===== config.mk =====
export PLATFORM = sky130hd
export DESIGN_NAME = pdio_ctrl
export DESIGN_NICKNAME = d
export VERILOG_FILES = /design/src/rtl/pdio_pkg.sv /design/src/rtl/pdio_sync.sv /design/src/rtl/pdio_port_bank.sv /design/src/rtl/pdio_edge_bank.sv /design/src/rtl/pdio_ctrl.sv
export SDC_FILE = /design/constraint.sdc
export NUM_CORES = 1
export LEC_CHECK = 0
export BUFFER_PORTS_ARGS = -buffer_cell sky130_fd_sc_hd__buf_2
export CAP_MARGIN = 20
export CORE_ASPECT_RATIO = 1.2
export CORE_MARGIN = 1
export CORE_UTILIZATION = 58
export DETAILED_ROUTE_END_ITERATION = 8
export MAX_ROUTING_LAYER = met4
export PLACE_DENSITY = 0.9
export SLEW_MARGIN = 20
export SYNTH_ARGS = -nofsm -noshare
export SYNTH_HDL_FRONTEND = slang
export SYNTH_HIERARCHICAL = 1
export SYNTH_SLANG_ARGS = --single-unit

===== constraint.sdc =====
create_clock -name clk -period 3.2 [get_ports clk]
set_clock_uncertainty 0.05 [all_clocks]
set_input_delay 0.48 -clock clk [delete_from_list [all_inputs] [get_ports clk]]
set_output_delay 0.48 -clock clk [all_outputs]
set_load 0.03 [all_outputs]

===== src/rtl/pdio_pkg.sv =====
package pdio_pkg;
  localparam int PORT_W = 8;
  localparam int ADDR_W = 5;
  localparam int LOCK_W = 6;

  // Fixed decode points of the register window.
  localparam logic [ADDR_W-1:0] OFS_PORT0    = 5'h10;
  localparam logic [ADDR_W-1:0] OFS_PENDING  = 5'h16;
  localparam logic [ADDR_W-1:0] OFS_PAGELOCK = 5'h17;
  localparam logic [ADDR_W-1:0] OFS_PAGED0   = 5'h18;

  typedef enum logic [1:0] {
    PG_PORTS = 2'd0,
    PG_POL   = 2'd1,
    PG_EN    = 2'd2,
    PG_ID    = 2'd3
  } page_e;
endpackage


===== src/rtl/pdio_sync.sv =====
module pdio_sync #(
  parameter int WIDTH  = 8,
  parameter int STAGES = 2
) (
  input  logic             clk,
  input  logic             rst_n,
  input  logic [WIDTH-1:0] d,
  output logic [WIDTH-1:0] q
);
  for (genvar s = 0; s < STAGES; s++) begin : g_stage
    logic [WIDTH-1:0] din;
    logic [WIDTH-1:0] r_q;
    if (s == 0) begin : g_first
      assign din = d;
    end else begin : g_next
      assign din = g_stage[s-1].r_q;
    end
    always_ff @(posedge clk or negedge rst_n) begin
      if (!rst_n) r_q <= '0;
      else        r_q <= din;
    end
  end

  assign q = g_stage[STAGES-1].r_q;
endmodule


===== src/rtl/pdio_port_bank.sv =====
module pdio_port_bank
  import pdio_pkg::*;
#(
  parameter int N_PORTS = 6,
  parameter int IDX_W   = 3
) (
  input  logic                      clk,
  input  logic                      rst_n,
  input  logic                      wr_en,
  input  logic [IDX_W-1:0]          wr_idx,
  input  logic [PORT_W-1:0]         wdata,
  input  logic [N_PORTS-1:0]        lock,
  output logic [N_PORTS*PORT_W-1:0] drive_low
);
  for (genvar g = 0; g < N_PORTS; g++) begin : g_port
    logic              ld;
    logic [PORT_W-1:0] port_d;
    logic [PORT_W-1:0] port_q;

    // Load enable: addressed and not write-protected.
    assign ld = wr_en && (wr_idx == IDX_W'(g)) && !lock[g];

    always_comb begin
      port_d = port_q;
      if (ld) port_d = wdata;
    end

    always_ff @(posedge clk or negedge rst_n) begin
      if (!rst_n) port_q <= '0;
      else        port_q <= port_d;
    end

    assign drive_low[g*PORT_W +: PORT_W] = port_q;
  end
endmodule


===== src/rtl/pdio_edge_bank.sv =====
module pdio_edge_bank
  import pdio_pkg::*;
#(
  parameter int N_IRQ_PORTS = 3,
  parameter int IDX_W       = 3,
  localparam int LINES      = N_IRQ_PORTS * PORT_W
) (
  input  logic              clk,
  input  logic              rst_n,
  input  logic [LINES-1:0]  line_s,
  input  logic              wr_en,
  input  page_e             wr_page,
  input  logic [IDX_W-1:0]  wr_idx,
  input  logic [PORT_W-1:0] wdata,
  output logic [LINES-1:0]  pol_all,
  output logic [LINES-1:0]  en_all,
  output logic [LINES-1:0]  id_all
);
  // Previous synchronised level, for edge detection.
  logic [LINES-1:0] prev_q;

  always_ff @(posedge clk or negedge rst_n) begin
    if (!rst_n) prev_q <= '0;
    else        prev_q <= line_s;
  end

  for (genvar g = 0; g < N_IRQ_PORTS; g++) begin : g_port
    logic [PORT_W-1:0] cur, old, ev;
    logic [PORT_W-1:0] pol_d, pol_q, en_d, en_q, id_d, id_q;
    logic              sel;

    assign cur = line_s[g*PORT_W +: PORT_W];
    assign old = prev_q[g*PORT_W +: PORT_W];
    // Qualified edge: direction by polarity, masked by enable.
    assign ev  = en_q & ((pol_q & cur & ~old) | (~pol_q & ~cur & old));
    assign sel = wr_en && (wr_idx == IDX_W'(g));

    always_comb begin
      pol_d = pol_q;
      en_d  = en_q;
      id_d  = id_q;
      if (sel && (wr_page == PG_POL)) pol_d = wdata;
      if (sel && (wr_page == PG_EN))  en_d  = wdata;
      if (sel && (wr_page == PG_ID))  id_d  = id_q & wdata;
      id_d = id_d | ev;
    end

    always_ff @(posedge clk or negedge rst_n) begin
      if (!rst_n) begin
        pol_q <= '0;
        en_q  <= '0;
        id_q  <= '0;
      end else begin
        pol_q <= pol_d;
        en_q  <= en_d;
        id_q  <= id_d;
      end
    end

    assign pol_all[g*PORT_W +: PORT_W] = pol_q;
    assign en_all[g*PORT_W +: PORT_W]  = en_q;
    assign id_all[g*PORT_W +: PORT_W]  = id_q;
  end
endmodule


===== src/rtl/pdio_ctrl.sv =====
module pdio_ctrl
  import pdio_pkg::*;
#(
  parameter int N_PORTS     = 6,   // at most LOCK_W
  parameter int N_IRQ_PORTS = 3,
  parameter int SYNC_STAGES = 2
) (
  input  logic                      clk,
  input  logic                      rst_n,
  input  logic                      bus_wr,
  input  logic                      bus_rd,
  input  logic [4:0]                bus_addr,
  input  logic [7:0]                bus_wdata,
  output logic [7:0]                bus_rdata,
  input  logic [N_PORTS*8-1:0]      pin_in,
  output logic [N_PORTS*8-1:0]      pin_drive_low,
  output logic                      irq
);
  localparam int LINES     = N_PORTS * PORT_W;
  localparam int IRQ_LINES = N_IRQ_PORTS * PORT_W;
  localparam int IDX_W     = $clog2(N_PORTS);

  logic [LINES-1:0]       pin_s;
  logic [IRQ_LINES-1:0]   pol_all, en_all, id_all;
  logic [N_IRQ_PORTS-1:0] pend;
  logic [ADDR_W-1:0]      port_ofs, pg_ofs;
  logic [IDX_W-1:0]       port_idx, pg_idx;
  logic                   port_sel, paged_sel, pl_ld;
  page_e                  page_d, page_q;
  logic [LOCK_W-1:0]      lock_d, lock_q;
  logic [PORT_W-1:0]      rd_val, rdata_d, rdata_q;

  // Address decode
  assign port_ofs  = bus_addr - OFS_PORT0;
  assign pg_ofs    = bus_addr - OFS_PAGED0;
  assign port_sel  = (bus_addr >= OFS_PORT0) && (port_ofs < ADDR_W'(N_PORTS));
  assign paged_sel = (bus_addr >= OFS_PAGED0) && (pg_ofs < ADDR_W'(N_IRQ_PORTS));
  assign port_idx  = port_ofs[IDX_W-1:0];
  assign pg_idx    = pg_ofs[IDX_W-1:0];
  assign pl_ld     = bus_wr && (bus_addr == OFS_PAGELOCK);

  pdio_sync #(.WIDTH(LINES), .STAGES(SYNC_STAGES)) u_sync (
    .clk(clk), .rst_n(rst_n), .d(pin_in), .q(pin_s)
  );

  pdio_port_bank #(.N_PORTS(N_PORTS), .IDX_W(IDX_W)) u_ports (
    .clk(clk), .rst_n(rst_n),
    .wr_en(bus_wr && port_sel), .wr_idx(port_idx), .wdata(bus_wdata),
    .lock(lock_q[N_PORTS-1:0]), .drive_low(pin_drive_low)
  );

  pdio_edge_bank #(.N_IRQ_PORTS(N_IRQ_PORTS), .IDX_W(IDX_W)) u_edges (
    .clk(clk), .rst_n(rst_n), .line_s(pin_s[IRQ_LINES-1:0]),
    .wr_en(bus_wr && paged_sel && (page_q != PG_PORTS)),
    .wr_page(page_q), .wr_idx(pg_idx), .wdata(bus_wdata),
    .pol_all(pol_all), .en_all(en_all), .id_all(id_all)
  );

  for (genvar g = 0; g < N_IRQ_PORTS; g++) begin : g_pend
    assign pend[g] = |id_all[g*PORT_W +: PORT_W];
  end
  assign irq = |id_all;

  // Page/lock register
  always_comb begin
    page_d = page_q;
    lock_d = lock_q;
    if (pl_ld) begin
      page_d = page_e'(bus_wdata[7:6]);
      lock_d = bus_wdata[LOCK_W-1:0];
    end
  end

  always_ff @(posedge clk or negedge rst_n) begin
    if (!rst_n) begin
      page_q <= PG_PORTS;
      lock_q <= '0;
    end else begin
      page_q <= page_d;
      lock_q <= lock_d;
    end
  end

  // Read mux and registered read data
  always_comb begin
    rd_val = '0;
    if (port_sel) begin
      rd_val = ~pin_s[port_idx*PORT_W +: PORT_W];
    end else if (bus_addr == OFS_PENDING) begin
      rd_val = PORT_W'(pend);
    end else if (bus_addr == OFS_PAGELOCK) begin
      rd_val = {page_q, lock_q};
    end else if (paged_sel) begin
      case (page_q)
        PG_POL:  rd_val = pol_all[pg_idx*PORT_W +: PORT_W];
        PG_EN:   rd_val = en_all[pg_idx*PORT_W +: PORT_W];
        PG_ID:   rd_val = id_all[pg_idx*PORT_W +: PORT_W];
        default: rd_val = '0;
      endcase
    end
  end

  always_comb begin
    rdata_d = rdata_q;
    if (bus_rd) rdata_d = rd_val;
  end

  always_ff @(posedge clk or negedge rst_n) begin
    if (!rst_n) rdata_q <= '0;
    else        rdata_q <= rdata_d;
  end

  assign bus_rdata = rdata_q;
endmodule


==> results of run 1 <==
repair_timing:
item	4_1_cts	5_1_grt
gates resized for setup	0	0
hold buffers	1	0
hold endpoints to repair	68	0
setup buffers	0	0
report_power, final:
group          switching, uW  internal (uW)
registers                148           3470
clock network           1190           1770
logic                    718            376
total                   2060           5620
logic make-up (layout without fill, tap and decap cells):
kind of cell           after synthesis  after routing  synth area share
AO/OA/AOI/OAI                      112            112           0.08287
buffers and inverters               28            180           0.01585
flip-flops                         256            256            0.6390
multiplexers                       147            147            0.1660
other                                0              1                 0
AND/OR/NAND/NOR                    166            166           0.09634
layout make-up:
| class | instances | area (um2) |
|---|---|---|
| clock buffer | 36 | 706.9 |
| antenna | 1 | 2.502 |
| clock inverter | 8 | 122.6 |
| multi-input combinational | 425 | 3461 |
| sequential | 256 | 6406 |
| fill | 1126 | 5206 |
| tap | 216 | 270.3 |
| inverter | 4 | 15.01 |
| timing repair buffer | 132 | 725.7 |
routing by layer:
layer	vias to the layer above	share of wire
met5	-	0
met4	0	0.042
met3	78	0.072
met2	339	0.50
met1	3364	0.38
li1	2857	-
worst max-delay path: cells and delay by family, from the launching register on:
kind / cells / cell delay, ns
flops: 1 / 0.35
buf+inv: 1 / 0.26
simple gates: 4 / 1.22
compound gates: 2 / 0.58
state kept, by name, indices dropped and copies added (netlist names):
name,flops
u_sync/g_stage.r_q,48
u_edges/prev_q,24
bus_rdata,8
u_edges/g_port.pol_q,24
page_q,2
u_ports/g_port.port_q,48
u_edges/g_port.id_q,24
u_edges/g_port.en_q,24
u_sync/q,48
lock_q,6
how the worst min path moves through the flow:
stage | start | cells past startpoint | slack [ns] | to
final | pin_in[41] | 1 | 0.01 | u_sync/g_stage[0].r_q[41]
after global routing | pin_in[34] | 1 | 0.008 | u_sync/g_stage[0].r_q[34]
after CTS | pin_in[27] | 1 | 0.008 | u_sync/g_stage[0].r_q[27]
after detailed placement | u_sync/g_stage[0].r_q[19] | 0 | 0.28 | u_sync/q[19]
after global placement | u_sync/g_stage[0].r_q[13] | 0 | 0.28 | u_sync/q[13]
after floorplan | rst_n | 0 | 0.13 | bus_rdata[0]
synth_stat cells (all sizes together):
master / instances
a2111oi: 1
nand2: 37
or3: 28
nand4b: 1
nor2: 32
o221a: 3
a211oi: 8
a21oi: 18
nor2b: 8
o31a: 3
mux4: 5
nor3b: 3
mux2: 104
nor3: 8
nor4b: 1
or2: 1
nor4: 7
a221o: 5
buf: 14
and2: 4
a22o: 24
inv: 4
o22a: 3
o21ai: 9
o22ai: 27
clkbuf: 10
nand3: 1
a221oi: 5
dfrtp: 256
o31ai: 3
mux2i: 38
a211o: 3
and4bb: 2
nand3b: 3
nand2b: 30
through the flow:
stage	power, uW	area, um2	setup slack [ns]
floorplan	4315	10030	0.7853
global placement	4703	10870	0.7091
detailed placement	4746	10870	0.5975
finish	7685	11710	0.5914
global route	7927	11710	0.4672
CTS	7715	11710	0.6108
==> metrics.md, run 1 <==
| Metric | Value |
|---|---|
| RSZ-0062 raised after global routing | false |
| Reg2reg start | page_q[0] |
| Leading area contributor after synthesis | dfrtp_1 |
| Post-Syn Area | 10,030 um2 |
| Routing usage on met3 | 0.04414 |
| Worst-margin pin slew | 0.7365 ns |
| Hold Vio Cnt, Final | 0 |
| Slowest stage delay, CP | 0.50 ns |
| Die height | 146.0 um |
| Final setup viols | 0 |
| Die width | 122.0 um |
| CTS tree | done |
| Sequential element share of the synthesized area | 0.6390 |
| Clk sinks | 256 |
| Reg2Reg Setup Slack | 0.59 ns |
| Port Buffers | 121 |
| Worst Path Max Fanout | 24 |
| Worst min path class | in -> reg |
| Clk_lat worst skew | 0.52 ns |
| Max-Cap Viols | 0 |
| Critical Path Source | page_q[0] |
| Final min period | 2.609 ns |
| Antenna violations before repair | 0 |
| Met1 Usage GRT | 0.3863 |
| Most common cell after layout, fill and taps aside | dfrtp_1 |
| # DRC | 0 |
| Worst relative slew slack | 0.5072 |
| YS warnings | 6 |
| CP Class | reg -> reg |
| Global-route wire length before repair | 38.74 mm |
| Worst r2r path cells | 7 |
| Most frequent cells in the layout | dfrtp_1, buf_2, mux2_1 |
| Clock transition at path regs | 0.07 ns |
| DIE AREA | 17,820 um2 |
| CTS Buffer Depth | 3 |
| Wire length per cell | 22.73 um |
| Hold slack | 0.01145 ns |
| Layout Utilization | 0.6922 |
| Met2 Use GR | 0.4684 |
| Distinct cell type count after synthesis | 43 |
| R2R Path End | u_edges/g_port[1].id_q[7] |
| CP max stage cell | or3_1 |
| Busiest grt layer | met2 |
| Final #Nets | 908 |
| Final period util | 0.8152 |
| Number of global-route vias before repair | 6,952 |
| Core area | 16,920 um2 |
| Finished Layout Cells | 1,078 |
| Largest net degree at the start of global routing | 81 |
| Setup TNS | 0 ns |
| Io pins | 122 |
| Worst EP required | 3.54 ns |
| Max VDD drop | 0.5370 mV |
| Syn avg cell area | 14.14 um2 |
| Status | finished clean |
| Worst setup EP type | flop |
| Vias per inst | 6.158 |
| PD cells | 656.3 nW/um2 |
| TritonCTS Buffers | 24 |
| Cells after DPL | 1,032 |
| Net Count, Synth | 774 |
| Final ANT Viol Nets | 0 |
| Post-DP HPWL | 15.70 mm |
| Worst endpoint data arrival time | 2.95 ns |
| Initial core utilization | 0.5927 |
| Rows | 52 |
| Total track usage | 0.2984 |
| Total number of vias | 6,638 |
| Final GP Congestion | 0.9431 |
| Layout cells sized above 1 | 0.2764 |
| Slew Viols, Final | 0 |
| Max Clock Freq | 0.3834 GHz |
| Largest cells by area after synthesis | dfrtp_1, mux2_1, mux2_2, mux2i_1, a22o_1 |
| Remaining Overflow, GRT | 0 |
| H-tree depth | 1 |
| Critical-path cell list | buf_4 > nor2_1 > a2111oi_4 > and2_1 > nand4b_4 > or3_1 > a22o_1 |
| Leak | 0.005542 uW |
| Post-synth top area share | 0.6390 |
| Final WL | 24.50 mm |
| Worst setup SP type | flop |
| Setup crit end | u_edges/g_port[1].id_q[7] |
| CTS Root Cell | clkbuf_16 |
| Synthesis-to-layout area growth | 16.80% |
| Initial DRC count | 569 |
| Yosys reg bits | 256 |
| Post-Synthesis Cells | 709 |
| DRT Pass-1 Iters | 6 |
Power figures use the tool's default switching activity.
==> inputs of run 2 (changes only) <==
clock period = 2.4 ns   (was 3.2 ns; I/O delays follow)
==> run 2 against run 1 <==
Net effect: non-clock buffer count is 61 higher; global-route usage rose by 1.7 points; worst hold slack gained 0.19 ns; worst setup slack got worse by 0.58 ns; clock power rose by 31%; via count rose by 6.4%; sequential cell count unchanged; count of clock-buffer cells in the layout shrank 3; critical path depth shrank 3; wire length increased by 6.1%; power increased by 34%; sequential share of layout area fell by 2.9 points; critical path type is now reg -> out; largest power group unchanged; highest routed layer unchanged.
==> metrics.md, run 2 (synthesis results as in run 1) <==
| Metric | Value |
|---|---|
| Global-route wire length before repair | 40.86 mm (+5.5%) |
| Final #Nets | 970 (+6.8%) |
| Worst min path class | in -> reg |
| Fillers | 990 (-12%) |
| Final GP Congestion | 0.9565 (+1.4%) |
| Finished Layout Cells | 1,140 (+5.8%) |
| Worst endpoint data arrival time | 1.98 ns (-0.97 ns) |
| Reg2reg start | page_q[1] |
| Initial core utilization | 0.5927 (unchanged) |
| Min-delay src | bus_rd |
| Setup TNS | 0 ns (unchanged) |
| Total track usage | 0.3150 (+0.01661) |
| Core area | 16,920 um2 (unchanged) |
| Clock transition at path regs | 0.06 ns (about the same) |
| Met2 Use GR | 0.5121 (+0.04379) |
| Max-Cap Viols | 0 (unchanged) |
| Antenna violations before repair | 2 (+2) |
| Hold Vio Cnt, Final | 0 (unchanged) |
| Rows | 52 (unchanged) |
| CTS tree | done |
| Synthesis-to-layout area growth | 23.46% |
| Max Clock Freq | 0.4183 GHz |
| Number of global-route vias before repair | 7,591 (+9.2%) |
| Status | finished clean |
| Most frequent cells in the layout | dfrtp_1, buf_2, mux2_1 |
| Io pins | 122 (unchanged) |
| Cells after DPL | 1,042 (+0.97%) |
| Port Buffers | 121 (unchanged) |
| CP max stage cell | dfrtp_1 |
| PD cells | 834.9 nW/um2 (+27%) |
| Total number of vias | 7,065 (+6.4%) |
| Slew Viols, Final | 0 (unchanged) |
| CTS Buffer Depth | 3 (unchanged) |
| Final WL | 26.00 mm (+6.1%) |
| Final setup viols | 0 (unchanged) |
| Most common cell after layout, fill and taps aside | dfrtp_1 |
| TritonCTS Buffers | 24 (unchanged) |
| Worst setup SP type | flop |
| DRT Pass-1 Iters | 5 (-1) |
| Busiest grt layer | met2 |
| Die height | 146.0 um (unchanged) |
| Wire length per cell | 22.81 um (+0.35%) |
| CP Class | reg -> out |
| RSZ-0062 raised after global routing | true |
| Worst EP required | 1.99 ns (-1.55 ns) |
| Final ANT Viol Nets | 0 (unchanged) |
| Largest net degree at the start of global routing | 70 (-14%) |
| Remaining Overflow, GRT | 0 (unchanged) |
| Leak | 0.005846 uW (+5.5%) |
| Vias per inst | 6.197 (+0.64%) |
| Worst-margin pin slew | 0.6380 ns (-0.09851 ns) |
| H-tree depth | 1 (unchanged) |
| Final min period | 2.391 ns |
| Initial DRC count | 658 (+16%) |
| Clk sinks | 256 (unchanged) |
| Layout cells sized above 1 | 0.2842 (+0.007742) |
| Clk_lat worst skew | 0.52 ns (about the same) |
| Routing usage on met3 | 0.04922 (+0.005078) |
| Die width | 122.0 um (unchanged) |
| Worst relative slew slack | 0.5714 (+0.06429) |
| Critical-path cell list | nor4_4 > nand2_1 > or3_4 > buf_4 |
| Reg2Reg Setup Slack | 0.05 ns (-0.54 ns) |
| Post-DP HPWL | 15.31 mm (-2.5%) |
| # DRC | 0 (unchanged) |
| Worst Path Max Fanout | 2 (-92%) |
| Max VDD drop | 0.7653 mV (+43%) |
| Critical Path Source | u_edges/g_port[2].id_q[3] |
| Final period util | 0.9961 |
| Slowest stage delay, CP | 0.42 ns (-0.08 ns) |
| DIE AREA | 17,820 um2 (unchanged) |
| CTS Root Cell | clkbuf_16 |
| Worst setup EP type | primary output |
| Met1 Usage GRT | 0.3832 (-0.003133) |
==> run 2: what timing repair did <==
action	4_1_cts	5_1_grt
endpoints found under the setup margin	1	23
endpoints found under the hold margin	111	0
cloned	0	1
hold buffers	49	0
pin swaps	4	1
buffers inserted	3	0
resized for setup	8	6
==> run 2: path summary, 6_finish.rpt <==
check                                            end  cells past startpoint
min in group asynchronous               u_sync/q[42]                      2
max in group asynchronous                u_sync/q[2]                      3
min                                     bus_rdata[5]                      2
max                                              irq                      4
min reg2reg                             u_sync/q[11]                      0
max reg2reg                u_edges/g_port[2].id_q[5]                      6
==> run 2: final cells by class <==
class | instances | area [um2] | share of cell area
multi-input combinational | 426 | 3537 | 0.2858
sequential | 256 | 6409 | 0.5177
clock inverter | 10 | 131.4 | 0.01061
inverter | 4 | 15.01 | 0.001213
timing repair buffer | 193 | 1335 | 0.1079
tap | 216 | 270.3 | 0.02183
antenna | 2 | 5.005 | 0.0004043
clock buffer | 33 | 675.6 | 0.05458
==> run 2: per-layer routing <==
layer,part of all wire,vias up
met5,0,-
met4,0.052,0
met3,0.071,115
met2,0.51,416
met1,0.37,3546
li1,-,2988
==> run 2: worst max-delay path, delay by kind of cell (launching register included) <==
| kind | cells | cell delay [ns] |
|---|---|---|
| buf+inv | 1 | 0.18 |
| flops | 1 | 0.42 |
| simple gates | 3 | 0.87 |
==> run 2: report_power, final <==
group	leakage [uW]	internal, uW	switching, uW
sequential	0.00322	4630	210
clock	0.000396	2300	1590
combinational	0.00223	612	994
total	0.00585	7540	2790
==> run 2: through the flow <==
step           worst slack [ns]  hold slack, ns  instance area [um2]    util  total power, uW
2_1_floorplan           0.03685         0.01441                10030       -             5754
3_3_place_gp             0.1471          0.2818                10970  0.6484             6294
3_5_place_dp            0.05428          0.2847                10970  0.6484             6352
4_1_cts                 0.01208          0.1979                12330  0.7286            10310
5_1_grt                -0.01889          0.2235                12380  0.7317            10670
6_report               0.009298          0.2022                12380  0.7317            10330
